===== src/rtl/spi1w_pkg.sv =====
package spi1w_pkg;
  localparam int PIN_MOSI = 0;
  localparam int PIN_MISO = 1;
  localparam int PIN_SCK  = 2;
  localparam int PIN_SS   = 3;
  localparam int NPINS    = 4;
endpackage


===== src/rtl/spi1w_baud.sv =====
// Half-period tick generator for the master serial clock.
module spi1w_baud #(
  parameter int PW = 3,
  parameter int RW = 3
) (
  input  logic          clk,
  input  logic          rst,
  input  logic          run,
  input  logic [PW-1:0] sppr,
  input  logic [RW-1:0] spr,
  output logic          tick
);
  localparam int CW = PW + (1 << RW);

  logic [CW-1:0] half;
  logic [CW-1:0] cnt;

  // half period = (prescale + 1) << rate
  assign half = (CW'(sppr) + CW'(1)) << spr;
  assign tick = run && (cnt == half - CW'(1));

  always_ff @(posedge clk) begin
    if (rst || !run) cnt <= '0;
    else if (tick)   cnt <= '0;
    else             cnt <= cnt + CW'(1);
  end
endmodule


===== src/rtl/spi1w_shift.sv =====
// Byte shift engine: master sequencing from baud ticks, slave from sampled SCK.
module spi1w_shift #(
  parameter int DW = 8
) (
  input  logic          clk,
  input  logic          rst,
  input  logic          spe,
  input  logic          is_mstr,
  input  logic          start,
  input  logic          abort,
  input  logic          tick,
  input  logic          sin,
  input  logic          sck_in,
  input  logic          ss_sel,
  input  logic [DW-1:0] tx_data,
  output logic          m_run,
  output logic          sck_out,
  output logic          sout,
  output logic          busy,
  output logic          done,
  output logic [DW-1:0] rx_data
);
  localparam int BW = (DW > 1) ? $clog2(DW) : 1;

  logic [DW-1:0] sh;
  logic [DW-1:0] nxt;
  logic          samp;
  logic [BW-1:0] bcnt;
  logic          s1, s2;
  logic          slv_on, srise, sfall, last;

  assign nxt    = {sh[DW-2:0], samp};
  assign slv_on = spe && !is_mstr && ss_sel;
  assign srise  = s1 && !s2;
  assign sfall  = !s1 && s2;
  assign last   = (bcnt == BW'(DW-1));
  assign sout   = sh[DW-1];
  assign busy   = m_run || slv_on;

  always_ff @(posedge clk) begin
    if (rst) begin
      sh <= '0; samp <= 1'b0; bcnt <= '0; m_run <= 1'b0; sck_out <= 1'b0;
      done <= 1'b0; rx_data <= '0; s1 <= 1'b0; s2 <= 1'b0;
    end else begin
      s1   <= sck_in;
      s2   <= s1;
      done <= 1'b0;
      if (is_mstr) begin
        if (m_run) begin
          if (abort || !spe) begin
            m_run <= 1'b0; sck_out <= 1'b0; bcnt <= '0;
          end else if (tick) begin
            sck_out <= !sck_out;
            if (!sck_out) samp <= sin;
            else begin
              sh <= nxt;
              if (last) begin
                m_run <= 1'b0; done <= 1'b1; rx_data <= nxt; bcnt <= '0;
              end else bcnt <= bcnt + BW'(1);
            end
          end
        end else if (start && spe && !abort) begin
          m_run <= 1'b1; sh <= tx_data; bcnt <= '0; sck_out <= 1'b0;
        end
      end else begin
        m_run   <= 1'b0;
        sck_out <= 1'b0;
        if (!slv_on) begin
          bcnt <= '0;
          if (start) sh <= tx_data;
        end else if (srise) samp <= sin;
        else if (sfall) begin
          sh <= nxt;
          if (last) begin
            done <= 1'b1; rx_data <= nxt; bcnt <= '0;
          end else bcnt <= bcnt + BW'(1);
        end
      end
    end
  end
endmodule


===== src/rtl/spi1w_pins.sv =====
// Pin routing: role, data mode, automatic select and open-drain release.
module spi1w_pins import spi1w_pkg::*; (
  input  logic             spe,
  input  logic             is_mstr,
  input  logic             bidi,
  input  logic             auto_ss,
  input  logic             wom,
  input  logic             busy,
  input  logic             sout,
  input  logic             sck_out,
  input  logic             ss_i,
  input  logic             mosi_i,
  input  logic             miso_i,
  input  logic [NPINS-1:0] ddr,
  input  logic [1:0]       gpo,
  output logic [NPINS-1:0] pin_o,
  output logic [NPINS-1:0] pin_oe,
  output logic             sin
);
  logic [NPINS-1:0] raw_o, raw_oe;

  always_comb begin
    raw_o  = '0;
    raw_oe = '0;
    sin    = 1'b0;
    if (spe) begin
      if (is_mstr) begin
        raw_o[PIN_MOSI]  = sout;
        raw_oe[PIN_MOSI] = ddr[PIN_MOSI];
        raw_o[PIN_SCK]   = sck_out;
        raw_oe[PIN_SCK]  = ddr[PIN_SCK];
        if (bidi) begin
          sin              = mosi_i;
          raw_o[PIN_MISO]  = gpo[1];
          raw_oe[PIN_MISO] = ddr[PIN_MISO];
        end else sin = miso_i;
      end else begin
        raw_o[PIN_MISO]  = sout;
        raw_oe[PIN_MISO] = ddr[PIN_MISO] && !ss_i;
        if (bidi) begin
          sin              = miso_i;
          raw_o[PIN_MOSI]  = gpo[0];
          raw_oe[PIN_MOSI] = ddr[PIN_MOSI];
        end else sin = mosi_i;
      end
      if (auto_ss) begin
        raw_o[PIN_SS]  = !busy;
        raw_oe[PIN_SS] = 1'b1;
      end
    end
  end

  for (genvar k = 0; k < NPINS; k++) begin : g_pin
    assign pin_o[k]  = raw_o[k];
    assign pin_oe[k] = raw_oe[k] && !(wom && raw_o[k]);
  end
endmodule


===== src/rtl/spi1w_core.sv =====
module spi1w_core import spi1w_pkg::*; #(
  parameter int DW = 8,
  parameter int PW = 3,
  parameter int RW = 3
) (
  input  logic             clk,
  input  logic             rst,
  input  logic             spe,
  input  logic             bidi,
  input  logic             ssoe,
  input  logic             wom,
  input  logic [PW-1:0]    sppr,
  input  logic [RW-1:0]    spr,
  input  logic             cfg_wr,
  input  logic             cfg_mstr,
  input  logic [NPINS-1:0] cfg_ddr,
  input  logic [1:0]       gpo_dat,
  input  logic             fault_clr,
  input  logic [DW-1:0]    tx_data,
  input  logic             tx_start,
  output logic [DW-1:0]    rx_data,
  output logic             done,
  output logic             busy,
  output logic             cur_mstr,
  output logic [NPINS-1:0] cur_ddr,
  output logic             fault,
  input  logic             mosi_i,
  output logic             mosi_o,
  output logic             mosi_oe,
  input  logic             miso_i,
  output logic             miso_o,
  output logic             miso_oe,
  input  logic             sck_i,
  output logic             sck_o,
  output logic             sck_oe,
  input  logic             ss_i,
  output logic             ss_o,
  output logic             ss_oe
);
  logic             mstr_q, fault_q;
  logic [NPINS-1:0] ddr_q;
  logic             auto_ss, fault_cond;
  logic             tick, m_run, sck_int, sout, sin;
  logic [NPINS-1:0] pin_o, pin_oe;

  assign auto_ss    = spe && mstr_q && ssoe && ddr_q[PIN_SS];
  assign fault_cond = spe && mstr_q && !auto_ss && !ss_i;

  always_ff @(posedge clk) begin
    if (rst) begin
      mstr_q <= 1'b0; ddr_q <= '0; fault_q <= 1'b0;
    end else if (fault_cond) begin
      fault_q         <= 1'b1;
      mstr_q          <= 1'b0;
      ddr_q[PIN_MOSI] <= 1'b0;
      ddr_q[PIN_SCK]  <= 1'b0;
      if (!bidi) ddr_q[PIN_MISO] <= 1'b0;
    end else begin
      if (cfg_wr) begin
        mstr_q <= cfg_mstr;
        ddr_q  <= cfg_ddr;
      end
      if (fault_clr) fault_q <= 1'b0;
    end
  end

  spi1w_baud #(.PW(PW), .RW(RW)) u_baud (
    .clk(clk), .rst(rst), .run(m_run), .sppr(sppr), .spr(spr), .tick(tick)
  );

  spi1w_shift #(.DW(DW)) u_shift (
    .clk(clk), .rst(rst), .spe(spe), .is_mstr(mstr_q), .start(tx_start),
    .abort(fault_cond), .tick(tick), .sin(sin), .sck_in(sck_i), .ss_sel(!ss_i),
    .tx_data(tx_data), .m_run(m_run), .sck_out(sck_int), .sout(sout),
    .busy(busy), .done(done), .rx_data(rx_data)
  );

  spi1w_pins u_pins (
    .spe(spe), .is_mstr(mstr_q), .bidi(bidi), .auto_ss(auto_ss), .wom(wom),
    .busy(busy), .sout(sout), .sck_out(sck_int), .ss_i(ss_i), .mosi_i(mosi_i),
    .miso_i(miso_i), .ddr(ddr_q), .gpo(gpo_dat), .pin_o(pin_o), .pin_oe(pin_oe),
    .sin(sin)
  );

  assign cur_mstr = mstr_q;
  assign cur_ddr  = ddr_q;
  assign fault    = fault_q;
  assign mosi_o   = pin_o[PIN_MOSI];
  assign mosi_oe  = pin_oe[PIN_MOSI];
  assign miso_o   = pin_o[PIN_MISO];
  assign miso_oe  = pin_oe[PIN_MISO];
  assign sck_o    = pin_o[PIN_SCK];
  assign sck_oe   = pin_oe[PIN_SCK];
  assign ss_o     = pin_o[PIN_SS];
  assign ss_oe    = pin_oe[PIN_SS];
endmodule


===== config.mk =====
export PLATFORM = sky130hd
export DESIGN_NAME = spi1w_core
export DESIGN_NICKNAME = d
export VERILOG_FILES = /design/src/rtl/spi1w_pkg.sv /design/src/rtl/spi1w_baud.sv /design/src/rtl/spi1w_shift.sv /design/src/rtl/spi1w_pins.sv /design/src/rtl/spi1w_core.sv
export SDC_FILE = /design/constraint.sdc
export NUM_CORES = 1
export LEC_CHECK = 0
export BUFFER_PORTS_ARGS = -buffer_cell sky130_fd_sc_hd__buf_4
export CAP_MARGIN = 20
export CORE_MARGIN = 3
export CORE_UTILIZATION = 50
export DETAILED_ROUTE_END_ITERATION = 12
export PLACE_DENSITY = 0.73
export SLEW_MARGIN = 20
export SYNTH_ARGS = -nofsm -noshare
export SYNTH_HDL_FRONTEND = slang
export SYNTH_SLANG_ARGS = --single-unit

===== constraint.sdc =====
create_clock -name clk -period 6.36 [get_ports clk]
set_input_delay 0.954 -clock clk [delete_from_list [all_inputs] [get_ports clk]]
set_output_delay 0.954 -clock clk [all_outputs]
set_load 0.005 [all_outputs]

==> flow_metrics.env <==
export IMPL_status="finished, final reports clean"
export IMPL_fillers=579
export IMPL_clk_path_buf_depth=2
export IMPL_hpwl_um=5680
export IMPL_final_max_slew_violation_count=0
export IMPL_worst_ep_required_time_ns=6.56
export IMPL_cts_tree="built"
export IMPL_root_buffer="clkbuf_8"
export IMPL_syn_inst=419
export IMPL_synth_seq_cells=42
export IMPL_dr_total_vias=3104
export IMPL_setup_tns_final_ns=0
export IMPL_clk_pin_slew_ns=0.09
export IMPL_fin_cells=529
export IMPL_place_inst=521
export IMPL_drc=0
export IMPL_initial_core_util_pct=53.1
export IMPL_routed_wl_um=7640
export IMPL_endpoint_kind="flop"
export IMPL_cp_max_fo=14
export IMPL_dr_pass1_iters=5
export IMPL_vias_per_cell=5.87
export IMPL_hold_class="reg2reg"
export IMPL_rows=28
export IMPL_grt_overflow=0
export IMPL_fin_area_um2=3710
export IMPL_areaGrowthSynthToFinish_pct=14.5
export IMPL_skew_ns=0.0196
export IMPL_syn_nets=458
export IMPL_antenna_found_initial=0
export IMPL_rsz0062_at_grt="false"
export IMPL_htreeDepth=2
export IMPL_syn_cell_area_um2=3240
export IMPL_hold_buffers=0
export IMPL_path_class="in2reg"
export IMPL_grt_max_degree=46
export IMPL_fin_hold_ws_ns=0.479
export IMPL_yosys_top_cells_area="dfxtp_1 26%, nand2_1 6.5%, a21oi_1 5.3%"
export IMPL_grtUsageTotal_pct=21.7
export IMPL_start_kind="input pin"
export IMPL_synth_top_area_cell="dfxtp_1"
export IMPL_synth_edf_count=0
export IMPL_die_area_um2=7480
export IMPL_ant_nets=0
export IMPL_total_power_uw=602
export IMPL_die_h_um=86.5
export IMPL_post_cts_resized=0
export IMPL_clock_fmax_mhz=239
export IMPL_synthArstFlopShare_pct=0
export IMPL_fin_crit_ns=4.18
export IMPL_clock_sinks=42
export IMPL_postSynthAreaPerCell_um2=7.73
export IMPL_setup_viol=0
export IMPL_grt_pass1_wl_um=13300
export IMPL_power_density_nw_per_um2=162
export IMPL_drive_above_1_share_pct=22.0
export IMPL_leakage_uw=0.00149
export IMPL_drtIter0Drc=264
export IMPL_n_antenna_cell=0
export IMPL_coreArea_um2=6100
export IMPL_worst_slew_pin_slew_ns=0.867
export IMPL_crit_arrival_ns=4.38
export IMPL_grt_pass1_vias=2743
export IMPL_routabilityCongestion=0.843
export IMPL_irDropWorstVdd_mv=0.130
export IMPL_clk_latency_ns=0.31
export IMPL_drv_cap=0
export IMPL_yosys_warnings=0
export IMPL_boundaryPins=58
export IMPL_period_share_pct=65.7
export IMPL_die_x_um=86.5
export IMPL_final_hold_violation_count=0
export IMPL_wl_per_cell_um=14.4
export IMPL_port_buffer_count=57
export IMPL_slew_headroom_pct=42.1
export IMPL_yosysSeqAreaShare_pct=26.0
export IMPL_placed_cell_area_um2=3610
export IMPL_post_cts_buffers=0
export IMPL_final_nets=492
export IMPL_synthFlopType="dfxtp_1"
export IMPL_synth_top_cell_area_share_pct=26.0
export IMPL_ys_types=63
export IMPL_numCtsBuffers=5
[area by class of cell]
cell class | instances | area (um2) | area share (%)
clock buffer | 5 | 68.8 | 1.86
tap | 75 | 93.8 | 2.53
multi-input combinational | 335 | 2210 | 59.5
sequential | 42 | 841 | 22.7
inverter | 12 | 45.0 | 1.22
timing repair buffer | 57 | 428 | 11.5
clock inverter | 3 | 23.8 | 0.641
[cell usage after synthesis, drive strengths merged, types with 11 or more instances]
cell type and number:
a21oi 36, o21ai 11, dfxtp 42, clkbuf 20, nor2b 13, nor3b 11
xnor2 15, nand3 21, and3 13, inv 12, nand2 56, nor2 35
[through the flow]
stage	setup slack, ns	util (%)
2_1_floorplan	2.29	-
5_1_grt	1.90	60.8
3_3_place_gp	1.98	59.3
3_5_place_dp	1.89	59.3
4_1_cts	2.20	60.8
6_report	2.18	60.8
[critical path, cell delays in order]
cell      delay, ns
buf_4          0.16
ha_1           0.39
or2_2          0.35
and2_1         0.18
nand2_1        0.07
ha_1           0.22
xor2_1         0.20
xnor2_1        0.14
nand4_1        0.11
or4_4          0.60
o41ai_4        0.35
o311ai_4       0.28
mux2_4         0.37
[placed cells by master (no fill, tap or decap), types with 8 or more instances in the layout]
cell type,instances
a21oi_1,34
and3_1,13
buf_4,57
dfxtp_1,42
inv_1,12
mux2_4,8
nand2_1,56
nand3_1,21
nor2_1,35
nor2b_1,13
nor3_1,8
nor3b_1,11
o21ai_0,10
or4b_2,8
xnor2_1,15
xor2_1,8
[layer usage]
metal	vias to the layer above	wire length [um]	global-route usage (%)
met2	117	3380	31.6
met5	-	0	0
li1	1556	-	-
met4	0	101	5.24
met1	1419	3640	32.1
met3	12	528	5.13
[state kept, by name, summed over array words and instances, names as in the netlist, 3 cells and up]
name             flops
u_shift.rx_data      8
u_shift.sh           8
cur_ddr              4
u_shift.bcnt         3
u_baud.cnt          11
[worst paths after layout]
kind | startpoint | end | slack, ns | depth (start not counted)
setup / recovery | sppr[0] | u_shift.sh[7] | 2.18 | 13
hold / removal | fault | fault | 0.48 | 2
setup reg to reg | cur_mstr | u_shift.sh[7] | 3.45 | 8
hold reg to reg | fault | fault | 0.48 | 2
[kinds of logic after synthesis]
| kind of cell | after synthesis | share of synthesized area [%] |
|---|---|---|
| AND/OR/NAND/NOR | 204 | 34.2 |
| AO/OA/AOI/OAI | 88 | 19.3 |
| buffers and inverters | 42 | 5.88 |
| flip-flops | 42 | 26.0 |
| XOR/XNOR | 24 | 7.07 |
| multiplexers | 14 | 5.64 |
| adder cells (fa/ha/maj) | 5 | 1.93 |
[power breakdown]
part	internal [uW]	switching, uW
registers	271	8.21
clock network	78.6	104
logic	65.4	74.9
No activity file was read; power rests on OpenSTA's default activity.
